### config.mk
export PLATFORM = sky130hd
export DESIGN_NAME = sra_slave
export DESIGN_NICKNAME = d
export VERILOG_FILES = /design/src/rtl/sra_pkg.sv /design/src/rtl/sra_sync.sv /design/src/rtl/sra_regbank.sv /design/src/rtl/sra_frame.sv /design/src/rtl/sra_slave.sv
export SDC_FILE = /design/constraint.sdc
export NUM_CORES = 2
export LEC_CHECK = 0
export BUFFER_PORTS_ARGS = -buffer_cell sky130_fd_sc_hd__buf_4
export CAP_MARGIN = 20
export CORE_MARGIN = 2
export CORE_UTILIZATION = 40
export DETAILED_ROUTE_END_ITERATION = 7
export PLACE_DENSITY = 0.63
export SLEW_MARGIN = 20
export SYNTH_ARGS = -nofsm -noshare
export SYNTH_HDL_FRONTEND = slang
export SYNTH_HIERARCHICAL = 1
export SYNTH_SLANG_ARGS = --single-unit
### constraint.sdc
create_clock -name clk -period 2.6 [get_ports clk]
set_clock_uncertainty 0.05 [all_clocks]
set_input_delay 0.52 -clock clk [delete_from_list [all_inputs] [get_ports clk]]
set_output_delay 0.52 -clock clk [all_outputs]
set_load 0.01 [all_outputs]
### src/rtl/sra_pkg.sv
package sra_pkg;
   typedef enum logic [2:0] {
      FS_START = 3'd0,
      FS_OP    = 3'd1,
      FS_ADDR  = 3'd2,
      FS_WDATA = 3'd3,
      FS_READ  = 3'd4,
      FS_DONE  = 3'd5
   } frame_state_t;

   localparam logic OP_READ = 1'b1;
endpackage

### src/rtl/sra_sync.sv
module sra_sync #(
   parameter int            WIDTH   = 1,
   parameter int            STAGES  = 2,
   parameter logic [WIDTH-1:0] RST_VAL = '0
) (
   input  logic             clk,
   input  logic             rst_n,
   input  logic [WIDTH-1:0] d,
   output logic [WIDTH-1:0] q
);
   if (STAGES < 2) begin : g_bad_stages
      $error("sra_sync: STAGES must be at least 2");
   end

   logic [WIDTH-1:0] chain_q [STAGES];

   for (genvar s = 0; s < STAGES; s++) begin : g_stage
      if (s == 0) begin : g_first
         always_ff @(posedge clk or negedge rst_n) begin
            if (!rst_n) chain_q[0] <= RST_VAL;
            else        chain_q[0] <= d;
         end
      end else begin : g_next
         always_ff @(posedge clk or negedge rst_n) begin
            if (!rst_n) chain_q[s] <= RST_VAL;
            else        chain_q[s] <= chain_q[s-1];
         end
      end
   end

   assign q = chain_q[STAGES-1];
endmodule

### src/rtl/sra_regbank.sv
module sra_regbank #(
   parameter int ADDR_W = 8,
   parameter int DATA_W = 8
) (
   input  logic              clk,
   input  logic              rst_n,
   input  logic              we,
   input  logic [ADDR_W-1:0] waddr,
   input  logic [DATA_W-1:0] wdata,
   input  logic [ADDR_W-1:0] raddr,
   output logic [DATA_W-1:0] rdata
);
   localparam int DEPTH = 1 << ADDR_W;

   if (ADDR_W > 10) begin : g_bad_depth
      $error("sra_regbank: ADDR_W too large for a flop bank");
   end

   logic [DATA_W-1:0] mem_q [DEPTH];

   always_ff @(posedge clk or negedge rst_n) begin
      if (!rst_n) begin
         for (int i = 0; i < DEPTH; i++) mem_q[i] <= '0;
      end else if (we) begin
         mem_q[waddr] <= wdata;
      end
   end

   assign rdata = mem_q[raddr];

   assert_write_lands_R1: assert property (@(posedge clk) disable iff (!rst_n)
      we |=> mem_q[$past(waddr)] == $past(wdata));
endmodule

### src/rtl/sra_frame.sv
module sra_frame
   import sra_pkg::*;
#(
   parameter int ADDR_W = 8,
   parameter int DATA_W = 8
) (
   input  logic              clk,
   input  logic              rst_n,
   input  logic              cs_act,
   input  logic              sclk_fall,
   input  logic              sclk_rise,
   input  logic              din,
   input  logic [DATA_W-1:0] rd_data,
   output logic [ADDR_W-1:0] addr,
   output logic              wr_en,
   output logic [DATA_W-1:0] wr_data,
   output logic              dout
);
   localparam int MAXF  = (ADDR_W > DATA_W) ? ADDR_W : DATA_W;
   localparam int CNT_W = $clog2(MAXF) + 1;

   if (ADDR_W < 2 || DATA_W < 2) begin : g_bad_width
      $error("sra_frame: ADDR_W and DATA_W must be at least 2");
   end

   frame_state_t      state_q;
   logic [CNT_W-1:0]  cnt_q;
   logic              op_q;
   logic [ADDR_W-1:0] addr_q;
   logic [DATA_W-1:0] data_q;
   logic              wr_q, load_q, armed_q, active_q, wr_seen_q;
   logic [DATA_W:0]   shreg_q;

   always_ff @(posedge clk or negedge rst_n) begin
      if (!rst_n) begin
         state_q  <= FS_START;
         cnt_q    <= '0;
         op_q     <= 1'b0;
         addr_q   <= '0;
         data_q   <= '0;
         wr_q     <= 1'b0;
         load_q   <= 1'b0;
         armed_q  <= 1'b0;
         active_q <= 1'b0;
         shreg_q  <= '0;
      end else if (!cs_act) begin
         state_q  <= FS_START;
         cnt_q    <= '0;
         wr_q     <= 1'b0;
         load_q   <= 1'b0;
         armed_q  <= 1'b0;
         active_q <= 1'b0;
      end else begin
         wr_q   <= 1'b0;
         load_q <= 1'b0;
         if (sclk_fall) begin
            unique case (state_q)
               FS_START: state_q <= din ? FS_OP : FS_DONE;
               FS_OP: begin
                  op_q    <= din;
                  cnt_q   <= '0;
                  state_q <= FS_ADDR;
               end
               FS_ADDR: begin
                  addr_q <= {addr_q[ADDR_W-2:0], din};
                  if (cnt_q == CNT_W'(ADDR_W-1)) begin
                     cnt_q <= '0;
                     if (op_q == OP_READ) begin
                        state_q <= FS_READ;
                        load_q  <= 1'b1;
                     end else begin
                        state_q <= FS_WDATA;
                     end
                  end else begin
                     cnt_q <= cnt_q + 1'b1;
                  end
               end
               FS_WDATA: begin
                  data_q <= {data_q[DATA_W-2:0], din};
                  if (cnt_q == CNT_W'(DATA_W-1)) begin
                     wr_q    <= 1'b1;
                     state_q <= FS_DONE;
                  end else begin
                     cnt_q <= cnt_q + 1'b1;
                  end
               end
               default: state_q <= state_q;
            endcase
         end
         if (load_q) begin
            shreg_q <= {1'b0, rd_data};
            armed_q <= 1'b1;
         end else if (sclk_rise && armed_q) begin
            if (!active_q) active_q <= 1'b1;
            else           shreg_q  <= {shreg_q[DATA_W-1:0], shreg_q[0]};
         end
      end
   end

   assign addr    = addr_q;
   assign wr_en   = wr_q;
   assign wr_data = data_q;
   assign dout    = active_q & shreg_q[DATA_W];

   always_ff @(posedge clk or negedge rst_n) begin
      if (!rst_n)       wr_seen_q <= 1'b0;
      else if (!cs_act) wr_seen_q <= 1'b0;
      else if (wr_q)    wr_seen_q <= 1'b1;
   end

   assert_one_write_per_frame_R4: assert property (@(posedge clk) disable iff (!rst_n)
      wr_q |-> !wr_seen_q);
   assert_write_ends_frame_R4: assert property (@(posedge clk) disable iff (!rst_n)
      wr_q |-> state_q == FS_DONE);
   assert_shift_only_on_rise_R3: assert property (@(posedge clk) disable iff (!rst_n)
      (cs_act && !sclk_rise && !load_q) |=> $stable(shreg_q));
   assert_no_drive_before_read_R8: assert property (@(posedge clk) disable iff (!rst_n)
      (state_q != FS_READ) |-> !dout);
endmodule

### src/rtl/sra_slave.sv
module sra_slave #(
   parameter int ADDR_W      = 8,
   parameter int DATA_W      = 8,
   parameter int SYNC_STAGES = 2
) (
   input  logic clk,
   input  logic rst_n,
   input  logic sel_n,
   input  logic sclk,
   input  logic sdi,
   output logic sdo
);
   logic [2:0]        pins_s;
   logic              sel_n_s, sclk_s, sdi_s, sclk_d;
   logic              cs_act, sclk_fall, sclk_rise;
   logic [ADDR_W-1:0] addr;
   logic              wr_en;
   logic [DATA_W-1:0] wr_data, rd_data;

   sra_sync #(.WIDTH(3), .STAGES(SYNC_STAGES), .RST_VAL(3'b100)) u_sync (
      .clk(clk), .rst_n(rst_n), .d({sel_n, sclk, sdi}), .q(pins_s));

   assign {sel_n_s, sclk_s, sdi_s} = pins_s;

   always_ff @(posedge clk or negedge rst_n) begin
      if (!rst_n) sclk_d <= 1'b0;
      else        sclk_d <= sclk_s;
   end

   assign cs_act    = ~sel_n_s;
   assign sclk_fall = sclk_d & ~sclk_s;
   assign sclk_rise = ~sclk_d & sclk_s;

   sra_frame #(.ADDR_W(ADDR_W), .DATA_W(DATA_W)) u_frame (
      .clk(clk), .rst_n(rst_n), .cs_act(cs_act), .sclk_fall(sclk_fall),
      .sclk_rise(sclk_rise), .din(sdi_s), .rd_data(rd_data), .addr(addr),
      .wr_en(wr_en), .wr_data(wr_data), .dout(sdo));

   sra_regbank #(.ADDR_W(ADDR_W), .DATA_W(DATA_W)) u_bank (
      .clk(clk), .rst_n(rst_n), .we(wr_en), .waddr(addr), .wdata(wr_data),
      .raddr(addr), .rdata(rd_data));

   assert_quiet_when_deselected_R8: assert property (@(posedge clk) disable iff (!rst_n)
      !cs_act |=> !sdo);
   assert_no_write_when_deselected_R6: assert property (@(posedge clk) disable iff (!rst_n)
      !cs_act |=> !wr_en);
endmodule

==> results.md <==
- Wirelength per Cell: 26.4 um
- CTS tree: done
- Drt drc: 0
- IO buf count: 5
- DR iter-0 viols: 4096
- Synth Area in Compound Gates: 0.0346
- Final count of hold timing violations: 0
- Total chip power: 67.3 mW
- Yosys warnings: 6
- Die X: 491 um
- Syn Nets: 6172
- Post-DR vias/cell: 5.70
- Num CTS Buffers: 214
- Clk_lat worst skew: 0.90 ns
- Fin cells: 10182
- GRT Overall Usage: 0.223
- Number of flops mapped to enable cells by yosys: 0
- Violated checks: negative setup slack
- CTS max path bufs: 3
- Largest net degree at the start of global routing: 122
- Multiplexer share of the synthesized area: 0.365
- Status: complete, but fails checks
- Syn Inst Count: 6166
- Main flop type after synthesis: dfrtp_1
- Final Critical Period: 3.19 ns
- Main combinational cell family by area after synthesis: multiplexers
- Max-cap viol count: 0
- Critical path type: reg -> reg
- Post-synth ARST share: 1.00
- Via count: 58050
- Yosys top cell area share: 0.551
- Final HPWL DP: 176000 um
- Site row count: 178
- Tcrit/Tclk final: 1.23
- Cell variety after synth: 64
- Crit path required time: 3.32 ns
- I/O pins: 6
- Layout cell share with drive strength beyond 1: 0.571
- PwrDens: 586 nW/um2
- DRT Pass-1 Iters: 7
- Die height: 491 um
- Dpl ws: -1.16 ns
- Synthesized cell area: 94800 um2
- Antenna violations before repair: 4
- Hold Path Class: in -> async
- CP Capture Type: register
- First-pass GRT wire length: 408000 um
- ANT nets after route: 0
- Layout Nets: 6856
- Top post-synthesis cells by area: dfrtp_1 (55%), mux2_2 (24%), mux4_2 (11%), clkbuf_1 (1.3%), mux2i_1 (1.3%)
- Rel. slew slack: 0.310
- Upper clock frequency limit: 0.313 GHz
- Area growth syn-to-layout: 21.1%
- Worst-Margin Slew: 1.03 ns
- Synth Area in Adders: 0.000132
- Worst EP arrival: 3.92 ns
- Leak: 53.6 nW
- Startpoint type of the worst setup path: register
- Core area: 235000 um2
- Post-synthesis sequential area ratio: 0.552
- Final setup viols: 267
- Post-synthesis xor/xnor area fraction: 0
- Post-DP Area: 105000 um2
- Largest area contributor in the netlist: dfrtp_1
- Flops & latches, synth: 2092
- Initial Utilization: 0.403
- Root buffer selected by CTS: clkbuf_16
- IR drop worst, VDD: 694 uV
- Clk sinks: 2092
- Post-Synth Simple-Gate Area: 0.0235
- H-tree levels: 4
- Final Cell Area: 115000 um2
- Synthesized area per cell: 15.4 um2
- Routability Congestion: 0.878
- Clock-pin transition on the worst setup and hold timing paths: 0.06 ns
- RSZ-0062 raised after global routing: yes
- DIE AREA: 241000 um2
- Max FO, Critical Path: 10
- Setup ws final: -0.594 ns
- Vias in the first global route: 61473
- Grt ovf: 0
- Total wire length: 269000 um
- Slew Viols, Final: 0
- Placed Instances: 9677
## cells in the mapped netlist, types with 12 or more instances
cell type and count:
a211oi_1 12, a21o_1 13, a21oi_1 99, a221oi_1 43
a22o_1 41, a22oi_1 108, buf_1 13, buf_2 53
buf_4 29, buf_6 24, buf_8 14, clkbuf_1 335
dfrtp_1 2090, mux2_2 2059, mux2i_1 123, mux4_2 446
nand2_1 162, nand2b_1 15, nand3_1 20, nor2_1 183
nor2b_1 18, nor3_1 38, o21ai_0 32, o221ai_1 45
o22ai_1 34, o32ai_1 12
## logic make-up after synthesis
logic type | after synthesis
flops | 2092
mux | 2636
compound gates | 459
buf+inv | 481
fa+ha+maj | 1
simple gates | 497
## per-layer routing
metal / up-vias / GRT usage / part of all wire
met1: 31645 / 0.312 / 0.44
met5: - / 0 / 0
li1: 24557 / - / -
met4: 0 / 0.0780 / 0.035
met2: 1409 / 0.354 / 0.47
met3: 439 / 0.0339 / 0.051
## cells in the final DEF, fill, tap and decap left out, types with 59 or more instances in the layout
| cell type | Yosys | layout |
|---|---|---|
| dfrtp_1 | 2090 | 2077 |
| clkbuf_1 | 335 | 59 |
| nor2_1 | 183 | 174 |
| buf_4 | 29 | 718 |
| buf_12 | 4 | 155 |
| mux2i_1 | 123 | 123 |
| a22oi_1 | 108 | 78 |
| mux2_2 | 2059 | 2059 |
| nand2_1 | 162 | 156 |
| mux4_2 | 446 | 446 |
| a21oi_1 | 99 | 72 |
| clkbuf_16 | 0 | 223 |
## timing repair
action,in CTS,in global routing
buffers inserted,47,42
cloned,16,3
pin swaps,47,41
resized for setup,212,99
hold buffers,4,0
hold endpoints to repair,520,0
endpoints found under the setup margin,1629,836
## worst max-delay path, cell delays in order (launching register included)
cell and delay (ns):
dfrtp_4 0.57, buf_6 0.14, buf_12 0.11, buf_16 0.15
buf_4 0.13, mux4_2 0.51, a22oi_1 0.30, a21oi_1 0.16
nor4_4 0.35, a21oi_4 0.08, buf_4 0.15, and3_1 0.15
mux2i_1 0.12, o21ai_0 0.10
## path summary, 6_finish.rpt
path,end,startpoint,slack (ns),cells after the start
hold / removal,u_frame/cnt_q[3],rst_n,0.15,2
min in group clk,u_sync/chain_q[5],sel_n,0.26,2
max in group asynchronous,u_bank/mem_q[462],rst_n,1.22,4
hold reg to reg,u_sync/q[1],u_sync/chain_q[4],0.30,0
setup reg to reg,u_frame/shreg_q[6],u_frame/addr[0],-0.59,13
setup / recovery,u_frame/shreg_q[6],u_frame/addr[0],-0.59,13
## registers in the layout, indices dropped and copies added, names as in the netlist
register	flops
sclk_d	1
u_bank/mem_q	2048
u_frame/active_q	1
u_frame/addr	8
u_frame/armed_q	1
u_frame/cnt_q	4
u_frame/load_q	1
u_frame/op_q	1
u_frame/shreg_q	9
u_frame/state_q	3
u_frame/wr_data	8
u_frame/wr_en	1
u_sync/chain_q	3
u_sync/q	3
## cell type report
type / instances / area (um2)
Antenna cell: 1 / 2.50
Clock buffer: 323 / 6330
Clock inverter: 74 / 1030
Fill cell: 19765 / 121000
Inverter: 9 / 37.5
Multi-Input combinational cell: 3593 / 41300
Sequential cell: 2092 / 52400
Tap cell: 3150 / 3940
Timing Repair Buffer: 940 / 9790
## power by group
| group | internal (mW) | leakage, nW | switching [mW] | total, mW |
|---|---|---|---|---|
| Combinational | 1.20 | 20.8 | 1.56 | 2.76 |
| Sequential | 32.6 | 29.2 | 0.0319 | 32.6 |
| Clock | 18.7 | 3.60 | 13.2 | 31.9 |
## stage by stage
step,util,TNS [ns],hold WS (ns)
2_1_floorplan,-,0,0.174
3_3_place_gp,0.445,-248.72,0.292
3_5_place_dp,0.445,-246.75,0.286
4_1_cts,0.485,-11.80,0.118
5_1_grt,0.488,-31.02,0.147
6_report,0.488,-12.69,0.149
(Power assumes the default switching activity.)
